File: src/rtl/hp_pkg.sv
package hp_pkg;
  localparam logic [15:0] CRC_POLY = 16'h1021;
  localparam logic [15:0] CRC_SEED = 16'hFFFF;

  // Byte-at-a-time CRC-16 update, MSB first
  function automatic logic [15:0] crc16_step(input logic [15:0] c, input logic [7:0] b);
    logic [15:0] r;
    r = c ^ {b, 8'h00};
    for (int i = 0; i < 8; i++) begin
      r = r[15] ? ((r << 1) ^ CRC_POLY) : (r << 1);
    end
    return r;
  endfunction
endpackage

File: src/rtl/hp_sync.sv
module hp_sync #(
  parameter int W = 1
) (
  input  logic         clk,
  input  logic [W-1:0] din,
  output logic [W-1:0] dout
);
  for (genvar i = 0; i < W; i++) begin : g_bit
    logic s1, s2;
    always_ff @(posedge clk) begin
      s1 <= din[i];
      s2 <= s1;
    end
    assign dout[i] = s2;
  end
endmodule

File: src/rtl/hp_fifo.sv
module hp_fifo #(
  parameter int DW    = 8,
  parameter int DEPTH = 8,
  parameter int AW    = $clog2(DEPTH)
) (
  input  logic          clk,
  input  logic          rst,
  input  logic          push,
  input  logic [DW-1:0] din,
  input  logic          pop,
  output logic [DW-1:0] head,
  output logic          empty,
  output logic          full
);
  logic [DW-1:0] mem [DEPTH];
  logic [AW-1:0] wp, rp;
  logic [AW:0]   cnt;
  logic          do_push, do_pop;

  assign empty   = (cnt == '0);
  assign full    = (cnt == (AW+1)'(DEPTH));
  assign do_push = push & ~full;
  assign do_pop  = pop & ~empty;
  assign head    = mem[rp];

  always_ff @(posedge clk) begin
    if (do_push) mem[wp] <= din;
  end

  always_ff @(posedge clk) begin
    if (rst) begin
      wp  <= '0;
      rp  <= '0;
      cnt <= '0;
    end else begin
      if (do_push) wp <= (wp == AW'(DEPTH-1)) ? '0 : wp + AW'(1);
      if (do_pop)  rp <= (rp == AW'(DEPTH-1)) ? '0 : rp + AW'(1);
      case ({do_push, do_pop})
        2'b10:   cnt <= cnt + (AW+1)'(1);
        2'b01:   cnt <= cnt - (AW+1)'(1);
        default: cnt <= cnt;
      endcase
    end
  end

  // a push into a full queue leaves the fill level alone
  assert_no_overflow_R12: assert property (@(posedge clk) disable iff (rst)
    (full && push && !pop) |=> $stable(cnt))
    else $error("queue overflow changed level");

  // a pop on an empty queue has no effect
  assert_no_underflow_R4: assert property (@(posedge clk) disable iff (rst)
    (empty && pop && !push) |=> empty)
    else $error("queue underflow changed level");
endmodule

File: src/rtl/hp_cfg.sv
module hp_cfg import hp_pkg::*; #(
  parameter int LEN = 19,
  parameter int AW  = $clog2(LEN)
) (
  input  logic          clk,
  input  logic          rst,
  input  logic          start,
  input  logic          wr,
  input  logic [7:0]    din,
  output logic          busy,
  output logic          done,
  input  logic [AW-1:0] rd_addr,
  output logic [7:0]    rd_data
);
  localparam int CRC_LEN = LEN - 2;

  logic [7:0]    mem [LEN];
  logic [AW-1:0] idx;
  logic [15:0]   crc;
  logic [7:0]    exp_hi;
  logic          take;

  assign take = busy & wr;

  always_ff @(posedge clk) begin
    if (take) mem[idx] <= din;
    rd_data <= (int'(rd_addr) < LEN) ? mem[rd_addr] : 8'h00;
  end

  always_ff @(posedge clk) begin
    if (rst) begin
      busy   <= 1'b0;
      done   <= 1'b0;
      idx    <= '0;
      crc    <= CRC_SEED;
      exp_hi <= 8'h00;
    end else if (start) begin
      busy <= 1'b1;
      done <= 1'b0;
      idx  <= '0;
      crc  <= CRC_SEED;
    end else if (take) begin
      idx <= idx + AW'(1);
      if (int'(idx) < CRC_LEN)       crc    <= crc16_step(crc, din);
      else if (int'(idx) == CRC_LEN) exp_hi <= din;
      if (int'(idx) == LEN - 1) begin
        busy <= 1'b0;
        done <= (crc == {exp_hi, din});
      end
    end
  end

  // done is never high while a load is in progress
  assert_done_idle_R10: assert property (@(posedge clk) disable iff (rst)
    busy |-> !done)
    else $error("done high during load");

  // done rises only as the result of a captured byte
  assert_done_source_R10: assert property (@(posedge clk) disable iff (rst)
    $rose(done) |-> $past(take))
    else $error("done rose without a byte");
endmodule

File: src/rtl/hostport_top.sv
module hostport_top import hp_pkg::*; #(
  parameter int         TXQ_DEPTH = 8,
  parameter int         RXQ_DEPTH = 8,
  parameter int         CFG_LEN   = 19,
  parameter int         CFG_AW    = $clog2(CFG_LEN),
  parameter logic [7:0] RST_CMD   = 8'hF5
) (
  input  logic              clk,
  input  logic              rst,
  input  logic              port_sel,
  input  logic              cs_pol,
  input  logic              irq_pol,
  input  logic              cs_in,
  input  logic              strb_sclk_in,
  input  logic              rw_cpol_in,
  input  logic [3:0]        d_in,
  output logic [4:0]        d_out,
  output logic [4:0]        d_oe,
  output logic              hsk_out,
  output logic              hsk_oe,
  output logic              irq_out,
  output logic              cfg_done,
  input  logic [CFG_AW-1:0] cfg_rd_addr,
  output logic [7:0]        cfg_rd_data,
  input  logic              line_busy,
  input  logic              rx_wr,
  input  logic [7:0]        rx_byte,
  output logic              tx_valid,
  output logic [7:0]        tx_byte,
  input  logic              tx_rd
);
  localparam int SW = 7;

  // ---------------- synchronizers and edge detect ----------------
  logic [SW-1:0] raw_v, sync_v;
  logic          cs_act, strb_s, rw_s;
  logic [3:0]    dat_s;
  logic          cs_act_q, strb_q;
  logic          cs_rise, strb_rise, strb_fall;
  logic          par_mode, par_ev, spi_lead;

  assign raw_v = {cs_in, strb_sclk_in, rw_cpol_in, d_in};

  hp_sync #(.W(SW)) u_sync (
    .clk  (clk),
    .din  (raw_v),
    .dout (sync_v)
  );

  assign cs_act = (sync_v[6] == cs_pol);
  assign strb_s = sync_v[5];
  assign rw_s   = sync_v[4];
  assign dat_s  = sync_v[3:0];

  always_ff @(posedge clk) begin
    cs_act_q <= cs_act;
    strb_q   <= strb_s;
  end

  assign cs_rise   = cs_act & ~cs_act_q & ~rst;
  assign strb_rise = strb_s & ~strb_q;
  assign strb_fall = ~strb_s & strb_q;
  assign par_mode  = port_sel;
  assign par_ev    = par_mode & cs_act & strb_rise & ~rst;
  assign spi_lead  = ~par_mode & cs_act & ~rst & (rw_s ? strb_fall : strb_rise);

  // ---------------- queues ----------------
  logic       rxq_empty, rxq_full, txq_empty, txq_full;
  logic [7:0] rxq_head;
  logic       tx_push, host_pop;
  logic [7:0] host_byte;

  hp_fifo #(.DW(8), .DEPTH(RXQ_DEPTH)) u_rxq (
    .clk   (clk),
    .rst   (rst),
    .push  (rx_wr),
    .din   (rx_byte),
    .pop   (host_pop),
    .head  (rxq_head),
    .empty (rxq_empty),
    .full  (rxq_full)
  );

  hp_fifo #(.DW(8), .DEPTH(TXQ_DEPTH)) u_txq (
    .clk   (clk),
    .rst   (rst),
    .push  (tx_push),
    .din   (host_byte),
    .pop   (tx_rd),
    .head  (tx_byte),
    .empty (txq_empty),
    .full  (txq_full)
  );

  assign tx_valid = ~txq_empty;

  // ---------------- parallel engine ----------------
  logic       nib_ph;
  logic [3:0] nib_hi;
  logic       par_wr_vld, par_pop;

  always_ff @(posedge clk) begin
    if (rst || !cs_act || !par_mode) begin
      nib_ph <= 1'b0;
    end else if (par_ev) begin
      if (!rw_s) begin
        if (!nib_ph) nib_hi <= dat_s;
        nib_ph <= ~nib_ph;
      end else if (!rxq_empty) begin
        nib_ph <= ~nib_ph;
      end
    end
  end

  assign par_wr_vld = par_ev & ~rw_s & nib_ph;
  assign par_pop    = par_ev & rw_s & nib_ph & ~rxq_empty;

  // ---------------- SPI engine ----------------
  logic [2:0] bit_cnt;
  logic [6:0] sh_in;
  logic [7:0] sh_out;
  logic       frame_pop, reload;
  logic       spi_done, spi_pop;
  logic [7:0] spi_byte;

  always_ff @(posedge clk) begin
    if (rst || !cs_act || par_mode) begin
      bit_cnt   <= '0;
      frame_pop <= 1'b0;
      reload    <= 1'b0;
      if (rst) sh_out <= 8'h00;
    end else if (cs_rise || reload) begin
      sh_out    <= rxq_empty ? 8'h00 : rxq_head;
      frame_pop <= ~rxq_empty;
      reload    <= 1'b0;
    end else if (spi_lead) begin
      sh_in   <= {sh_in[5:0], dat_s[3]};
      sh_out  <= {sh_out[6:0], 1'b0};
      bit_cnt <= bit_cnt + 3'd1;
      if (bit_cnt == 3'd7) reload <= 1'b1;
    end
  end

  assign spi_done = spi_lead & (bit_cnt == 3'd7) & ~cs_rise & ~reload;
  assign spi_byte = {sh_in, dat_s[3]};
  assign spi_pop  = spi_done & frame_pop;
  assign host_pop = par_pop | spi_pop;

  // ---------------- byte routing ----------------
  logic host_vld, cfg_busy, cfg_start, cfg_wr;

  assign host_vld  = par_wr_vld | spi_done;
  assign host_byte = par_mode ? {nib_hi, dat_s} : spi_byte;
  assign cfg_wr    = host_vld & cfg_busy;
  assign cfg_start = host_vld & ~cfg_busy & (host_byte == RST_CMD);
  assign tx_push   = host_vld & ~cfg_busy & (host_byte != RST_CMD)
                   & ~(~par_mode & (host_byte == 8'h00));

  hp_cfg #(.LEN(CFG_LEN), .AW(CFG_AW)) u_cfg (
    .clk     (clk),
    .rst     (rst),
    .start   (cfg_start),
    .wr      (cfg_wr),
    .din     (host_byte),
    .busy    (cfg_busy),
    .done    (cfg_done),
    .rd_addr (cfg_rd_addr),
    .rd_data (cfg_rd_data)
  );

  // ---------------- registered pin outputs ----------------
  always_ff @(posedge clk) begin
    if (rst) begin
      d_out   <= '0;
      d_oe    <= '0;
      hsk_out <= 1'b0;
      hsk_oe  <= 1'b0;
      irq_out <= ~irq_pol;
    end else begin
      irq_out <= rxq_empty ? ~irq_pol : irq_pol;
      hsk_oe  <= cs_act;
      if (par_mode) begin
        d_out   <= {1'b0, rxq_empty ? 4'h0 : (nib_ph ? rxq_head[3:0] : rxq_head[7:4])};
        d_oe    <= {1'b0, {4{cs_act & rw_s}}};
        hsk_out <= cs_act & strb_s;
      end else begin
        d_out   <= {sh_out[7], 1'b0, txq_full, line_busy, ~rxq_empty};
        d_oe    <= {cs_act, 1'b0, 3'b111};
        hsk_out <= cs_act & (bit_cnt == 3'd0);
      end
    end
  end

  // pending receive data drives the interrupt to its active level
  assert_irq_pending_R7: assert property (@(posedge clk) disable iff (rst)
    !rxq_empty |=> irq_out == irq_pol)
    else $error("interrupt not active with data pending");

  // the host side only removes bytes that exist
  assert_pop_pending_R4: assert property (@(posedge clk) disable iff (rst)
    host_pop |-> !rxq_empty)
    else $error("host pop with empty queue");

  // handshake and MISO float while chip-select is inactive
  assert_hsk_float_R11: assert property (@(posedge clk) disable iff (rst)
    !cs_act |=> (!hsk_oe && !d_oe[4]))
    else $error("drive enable with chip-select inactive");

  // a completed frame returns the bit counter to the frame start
  assert_frame_wrap_R5: assert property (@(posedge clk) disable iff (rst)
    spi_done |=> bit_cnt == 3'd0)
    else $error("bit counter did not wrap");

  // no host byte reaches the transmit queue during a load
  assert_cfg_swallow_R9: assert property (@(posedge clk) disable iff (rst)
    cfg_busy |=> !($rose(tx_valid)) || !$past(cfg_busy) || !$past(host_vld))
    else $error("configuration byte leaked to queue");

  logic unused_ok;
  assign unused_ok = rxq_full;
endmodule

File: config.mk
export PLATFORM = sky130hd
export DESIGN_NAME = hostport_top
export DESIGN_NICKNAME = d
export VERILOG_FILES = /design/src/rtl/hp_pkg.sv /design/src/rtl/hp_sync.sv /design/src/rtl/hp_fifo.sv /design/src/rtl/hp_cfg.sv /design/src/rtl/hostport_top.sv
export SDC_FILE = /design/constraint.sdc
export NUM_CORES = 1
export LEC_CHECK = 0
export BUFFER_PORTS_ARGS = -buffer_cell sky130_fd_sc_hd__buf_2
export CAP_MARGIN = 15
export CORE_MARGIN = 2
export CORE_UTILIZATION = 66
export CTS_CLUSTER_DIAMETER = 50
export CTS_CLUSTER_SIZE = 24
export DETAILED_ROUTE_END_ITERATION = 8
export MAX_ROUTING_LAYER = met4
export PLACE_DENSITY = 0.94
export SETUP_SLACK_MARGIN = 0.5
export SYNTH_ARGS = -nofsm -noshare
export SYNTH_HDL_FRONTEND = slang
export SYNTH_HIERARCHICAL = 1
export SYNTH_SLANG_ARGS = --single-unit
File: constraint.sdc
create_clock -name clk -period 9.98 [get_ports clk]
set_input_delay 1.996 -clock clk [delete_from_list [all_inputs] [get_ports clk]]
set_output_delay 1.996 -clock clk [all_outputs]
set_load 0.1 [all_outputs]
Yosys cells after proc, flatten, opt, wreduce, memory -nomap -nowiden
Memories as Yosys holds them, arrays and structs flattened. A register that Yosys moved wholly into a read port is not among the register bits.
Cells that the tools add are included.
{ "classes": {"add_sub_neg": 10, "n_lt_le_gt_ge": 2, "n_eq_ne": 19, "muxes": 43, "bitwise": 65, "reduce_logical": 31} }
{ "ops": {"columns": ["op", "n"], "rows": [
  ["2-to-1 mux 13 bit", 8],
  ["2-to-1 mux 8 bit", 6],
  ["AND 1 bit", 33],
  ["2-to-1 mux 3 bit", 11],
  ["inverter 3 bit", 8],
  ["inverter 1 bit", 21],
  ["== test 16 bit", 1],
  ["case mux 4 bit (2 select lines)", 2],
  ["XOR 16 bit", 1],
  ["adder 3 x 1 -> 3 bit, second input constant", 5],
  ["== test 3 bit, second input constant", 5],
  ["2-to-1 mux 1 bit", 15],
  ["AND reduction 2 bit", 7],
  ["== test 5 bit, second input constant", 2],
  ["less-than comparator 5 bit, second input constant", 2],
  ["adder 4 x 1 -> 4 bit, second input constant", 2],
  ["== test 4 bit, second input constant", 2],
  ["== test 8 bit, second input constant", 1],
  ["logical NOT 4 bit", 2],
  ["logical NOT 8 bit", 1],
  ["!= test 8 bit, second input constant", 1],
  ["AND reduction 4 bit", 2],
  ["nonzero test 2 bit", 4],
  ["OR reduction 2 bit", 4],
  ["other kinds (14)", 24]
]} }
{ "word_totals": {"ff_bits": 105, "ramBits": 280, "in_bits": 28, "out_inout_bits": 31, "wordCells": 216, "memories": 3} }
{ "memory_table": {"columns": ["name", "words", "word_bits", "rd", "rd_ports_with_merged_regs", "write_ports", "line", "text"], "rows": [
  ["u_cfg.mem", 19, 8, 1, 1, 1, "hp_cfg.sv:17", "logic [7:0] mem [LEN];"],
  ["u_rxq.mem", 8, 8, 1, 1, 1, "hp_fifo.sv:15", "logic [DW-1:0] mem [DEPTH];"],
  ["u_txq.mem", 8, 8, 1, 1, 1, "hp_fifo.sv:15", null]
]} }

Longest topological paths before layout
{ "logic_depth": {"depth_word": 18, "ltp_mapped": 15, "depth_no_buf": 14} }

By module
The synthesis kept the hierarchy.
{ "by_module_without_submodules": {"columns": ["mod", "n_inst", "cells_each", "area_per_inst_um2", "seq_area_each_um2"], "rows": [
  ["hp_cfg", 1, 462, 7631.1, 5345.1],
  ["hp_fifo", 2, 173, 3193.1, 2182.1],
  ["hostport_top", 1, 156, 1747.9, 950.9],
  ["hp_sync", 1, 21, 332.8, 280.3]
]} }

Worst setup path before layout
No wires, ideal clock.
{ "synth_path": {"path_kind": "input to register", "startpoint": "input port rst", "endpoint": "register u_txq.cnt[3]", "setup_ps": 121, "t_arrival_ps": 4580, "required_time_ps": 9859, "slack_ps": 5279, "path_stages": 14, "n_path_buf": 4, "path_cell_list": "clkbuf_1 nor2_1 o2111a_1 buf_6 a21oi_2 nor4_2 a21bo_1 buf_4 ha_1 buf_2 nor4b_1 a41oi_1 o41ai_1 mux2_2"} }
{ "synth_via": {"elab_chain_len": 13, "elab_cells_between_ends": 20, "classes_between": "2 x eq/ne; 1 x mux; 16 x bitwise; 1 x reduce/logical"} }
{ "synth_rtl": {"columns": ["element", "line", "text"], "rows": [
  ["start, declared", "hostport_top.sv:9", "input logic rst,"],
  ["inverter 1 bit *", "hostport_top.sv:60, hostport_top.sv:64, hostport_top.sv:65", null],
  ["AND 1 bit (2 in series)", "hostport_top.sv:65", "assign spi_lead = ~par_mode & cs_act & ~rst & (rw_s ? strb_fall : strb_rise);"],
  ["AND 1 bit (3 in series)", "hostport_top.sv:144", "assign spi_done = spi_lead & (bit_cnt == 3'd7) & ~cs_rise & ~reload;"],
  ["OR 1 bit *", "hostport_top.sv:152", "assign host_vld = par_wr_vld | spi_done;"],
  ["AND 1 bit * (2 in series)", "hostport_top.sv:156", "assign tx_push = host_vld & ~cfg_busy & (host_byte != RST_CMD)"],
  ["AND 1 bit *", "hostport_top.sv:157", "& ~(~par_mode & (host_byte == 8'h00));"],
  ["via tx_push", "hostport_top.sv:70", "logic tx_push, host_pop;"],
  ["AND 1 bit *", "hp_fifo.sv:22", "assign do_push = push & ~full;"],
  ["== test 2 x 1 -> 1 bit / == test 2 bit (equally long branches)", "hp_fifo.sv:38", "case ({do_push, do_pop})"],
  ["case mux 4 bit (2 select lines) / nonzero test 2 bit (equally long branches)", null, null],
  ["end signal, assigned", "hp_fifo.sv:39", "2'b10: cnt <= cnt + (AW+1)'(1);"],
  ["end signal, assigned", "hp_fifo.sv:40", "2'b01: cnt <= cnt - (AW+1)'(1);"],
  ["end signal, assigned", "hp_fifo.sv:41", "default: cnt <= cnt;"],
  ["end, declared", "hp_fifo.sv:17", "logic [AW:0] cnt;"]
]} }
Mark *: on every way through the listed nets, which the timed path passes. The rest lies on a longest branch.
A chain may end at the register's enable or synchronous reset.

Worst setup path in the final report
Same ends and word-level chain as after synthesis.

==> out/results.ini <==
[cts]
holdBufCountCts=0
clockBufferDepth=3
clkLatencyLatePin_ns=0.57
cts_inserted_buffers=30
cts_setup_buffers=0
clk_pin_slew_worst_paths_ns=0.08
cts_tree=yes
cts_root_buf=clkbuf_16
clock_sinks=397
ctsResizeCount=0
htreeDepth=1

[grt]
track_usage_pct=27.0
antenna_found_initial=0
grt_pass1_wl_mm=51.5
grt_use_met2_pct=47.2
grt.busiest_layer=met2
grt_use_met3_pct=3.58
grt_max_degree=50
globalRouteOverflowTotal=0
grt_pass1_vias=8884
grt.met1_usage_pct=33.4

[synthesis]
yosysUniqueCellTypes=62
synthFlopType=edfxtp_1
postSynthCellCount=985
syn_avg_cell_area_sq_um=16.3
synth-async-reset-ratio_pct=0
synth_area_sq_um=16100
synth_nets=1034
ys_ff_latch=397
synth-seq-area-share_pct=68.0
ys_warn_count=6
synth_edf_count=299

[placement]
place_congestion=0.823
dpl_cell_area_sq_um=16500
port_buffers=58
hpwl_mm=19.9

[cells_and_area]
diodes=0
syn2layout_area_growth_pct=9.29
final_common_cell=edfxtp_1
final_cell_mix=edfxtp_1 (299), dfxtp_1 (98), nor2_1 (75)
final_area_sq_um=17600
fillCellCount=1333
drive_above_1_share_pct=19.8
layout.nets=1075

[setup_path]
slowest_delay_ns=0.58
cp_slowest_cell=o2111a_1
crit_fanout=42
crit_family=compound AO/OA/AOI/OAI gates
critPathBufInv=2
worstPathCellList=buf_2 > buf_4 > nor2_1 > o2111a_1 > a21oi_2 > nor4_2 > a21bo_1 > ha_1 > nor4b_1 > a41oi_1 > o41ai_1 > mux2_2
critPathRequiredTime_ns=10.44
end_kind=flop
path_class=in -> reg
r2r_setup_slack_ns=6.35
arrival_ns=5.38
worstSetupStartpointType=primary input

[pwr]
power_density_nw_per_um2=185
sequentialPowerShare_pct=55.2
combPwrFrac_pct=5.6
clkPwrFrac_pct=39.2
p_total_mw=3.26
power.share.switching_pct=24.2
p_int_mw=2.47
peakVddDrop_mv=0.218
p_sw_mw=0.788
leakage_nw=6.00

[routing]
drc=0
vias=8852
drt-wirelength-per-cell_um=24.0
antenna_left=0
dr.pass1.iters=7
drt_wl_total_mm=33.0
viasPerCell=6.44
drt_iter0_drc=868

[timing]
rsz0062_at_grt=no
hold_violations=0
fin_setup_tns_ns=0
period_needed_ns=4.92
drv_slew=0
finalClockSkew_ns=0.0172
setup_violations=0
period_share_pct=49.3
worstMarginPinSlew_ns=1.11
max_slew_margin_pct=25.7
timing.fmax_mhz=203

[floorplanning]
initial_core_util_pct=66.8
core_sq_um=24100
die_height_um=160
fp-row-count=57
dieArea_sq_um=25700
io_pins=59
die_w_um=160

[run_status]
status=complete, no violations

[flow_run]
maxCapViolations=0

[min_path]
holdCritPathClass=reg -> reg

==> layer usage <==
| layer | routed length [um] | vias to the layer above |
|---|---|---|
| met2 | 17400 | 453 |
| met3 | 2440 | 79 |
| li1 | - | 3878 |
| met5 | 0 | - |
| met4 | 942 | 0 |
| met1 | 12300 | 4442 |
==> sequential cells by signal, summed over array words and instances, names as in the netlist, 4 cells and up, named ones only <==
| signal | count |
|---|---|
| u_cfg/rd_data | 8 |
| u_cfg/idx | 5 |
| d_out | 5 |
| u_cfg/crc | 16 |
| u_txq/cnt | 4 |
| u_sync/g_bit.s2 | 7 |
| u_sync/g_bit.s1 | 7 |
| sh_in | 7 |
| nib_hi | 4 |
| u_rxq/mem | 64 |
| u_cfg/mem | 152 |
| sh_out | 8 |
| u_cfg/exp_hi | 8 |
| u_rxq/cnt | 4 |
| u_txq/mem | 64 |
==> cell usage after synthesis (18+ instances only) <==
library cell    n  area share, %
edfxtp_1      299             56
a21oi_1        34            1.1
mux2_2         36            2.5
xor2_1         30            1.6
xnor2_1        23            1.3
mux2i_1        34            2.1
dfxtp_1        98             12
nor2_1         75            1.7
ha_1           21            1.6
nor3_1         19           0.59
mux4_1         32            5.2
mux4_2         32            4.5
buf_4          19           0.89
nand2_1        44            1.0
clkbuf_1       18           0.42
==> cell families (layout without fill, tap and decap cells) <==
kind of cell	after synthesis	count (layout)	synth area share, %
multiplexers	134	134	14.3
XOR/XNOR	54	54	3.05
AO/OA/AOI/OAI	89	89	3.51
AND/OR/NAND/NOR	217	217	6.90
adder cells (fa/ha/maj)	21	21	1.63
buffers and inverters	73	138	2.60
flip-flops	397	397	68.0
==> worst paths after layout <==
path,end,start,cells past startpoint
setup / recovery,u_txq/cnt[3],rst,12
hold / removal,u_sync/g_bit[6].s2,u_sync/g_bit[6].s1,0
setup reg to reg,u_txq/cnt[3],u_sync/g_bit[5].s2,10
hold reg to reg,u_sync/g_bit[6].s2,u_sync/g_bit[6].s1,0
==> power by group through the flow <==
stage | sequential [mW] | clock (mW) | combinational (mW)
final | 1.80 | 1.28 | 0.182
after global placement | 1.83 | 0 | 0.173
after CTS | 1.80 | 1.29 | 0.182
after detailed placement | 1.84 | 0 | 0.178
after global routing | 1.80 | 1.35 | 0.192
after floorplan | 1.87 | 0 | 0.0953
==> area by class of cell <==
class                           count  area (sq um)  share of cell area, %
Timing Repair Buffer               70           378                   2.15
Tap cell                          324           405                   2.30
Clock buffer                       30           751                   4.27
Inverter                           12          45.0                  0.256
Clock inverter                     26           329                   1.87
Multi-Input combinational cell    515          4740                   27.0
Sequential cell                   397         10900                   62.2
==> per-stage QoR <==
step	cells	util [%]	setup slack, ns	hold slack (ns)
5_1_grt	1374	73.0	4.79	0.345
6_report	1374	73.0	5.06	0.340
2_1_floorplan	985	-	5.28	0.310
4_1_cts	1372	72.9	5.11	0.337
3_3_place_gp	1316	68.5	4.73	0.312
3_5_place_dp	1316	68.5	4.56	0.313
(Power assumes the default switching activity.)
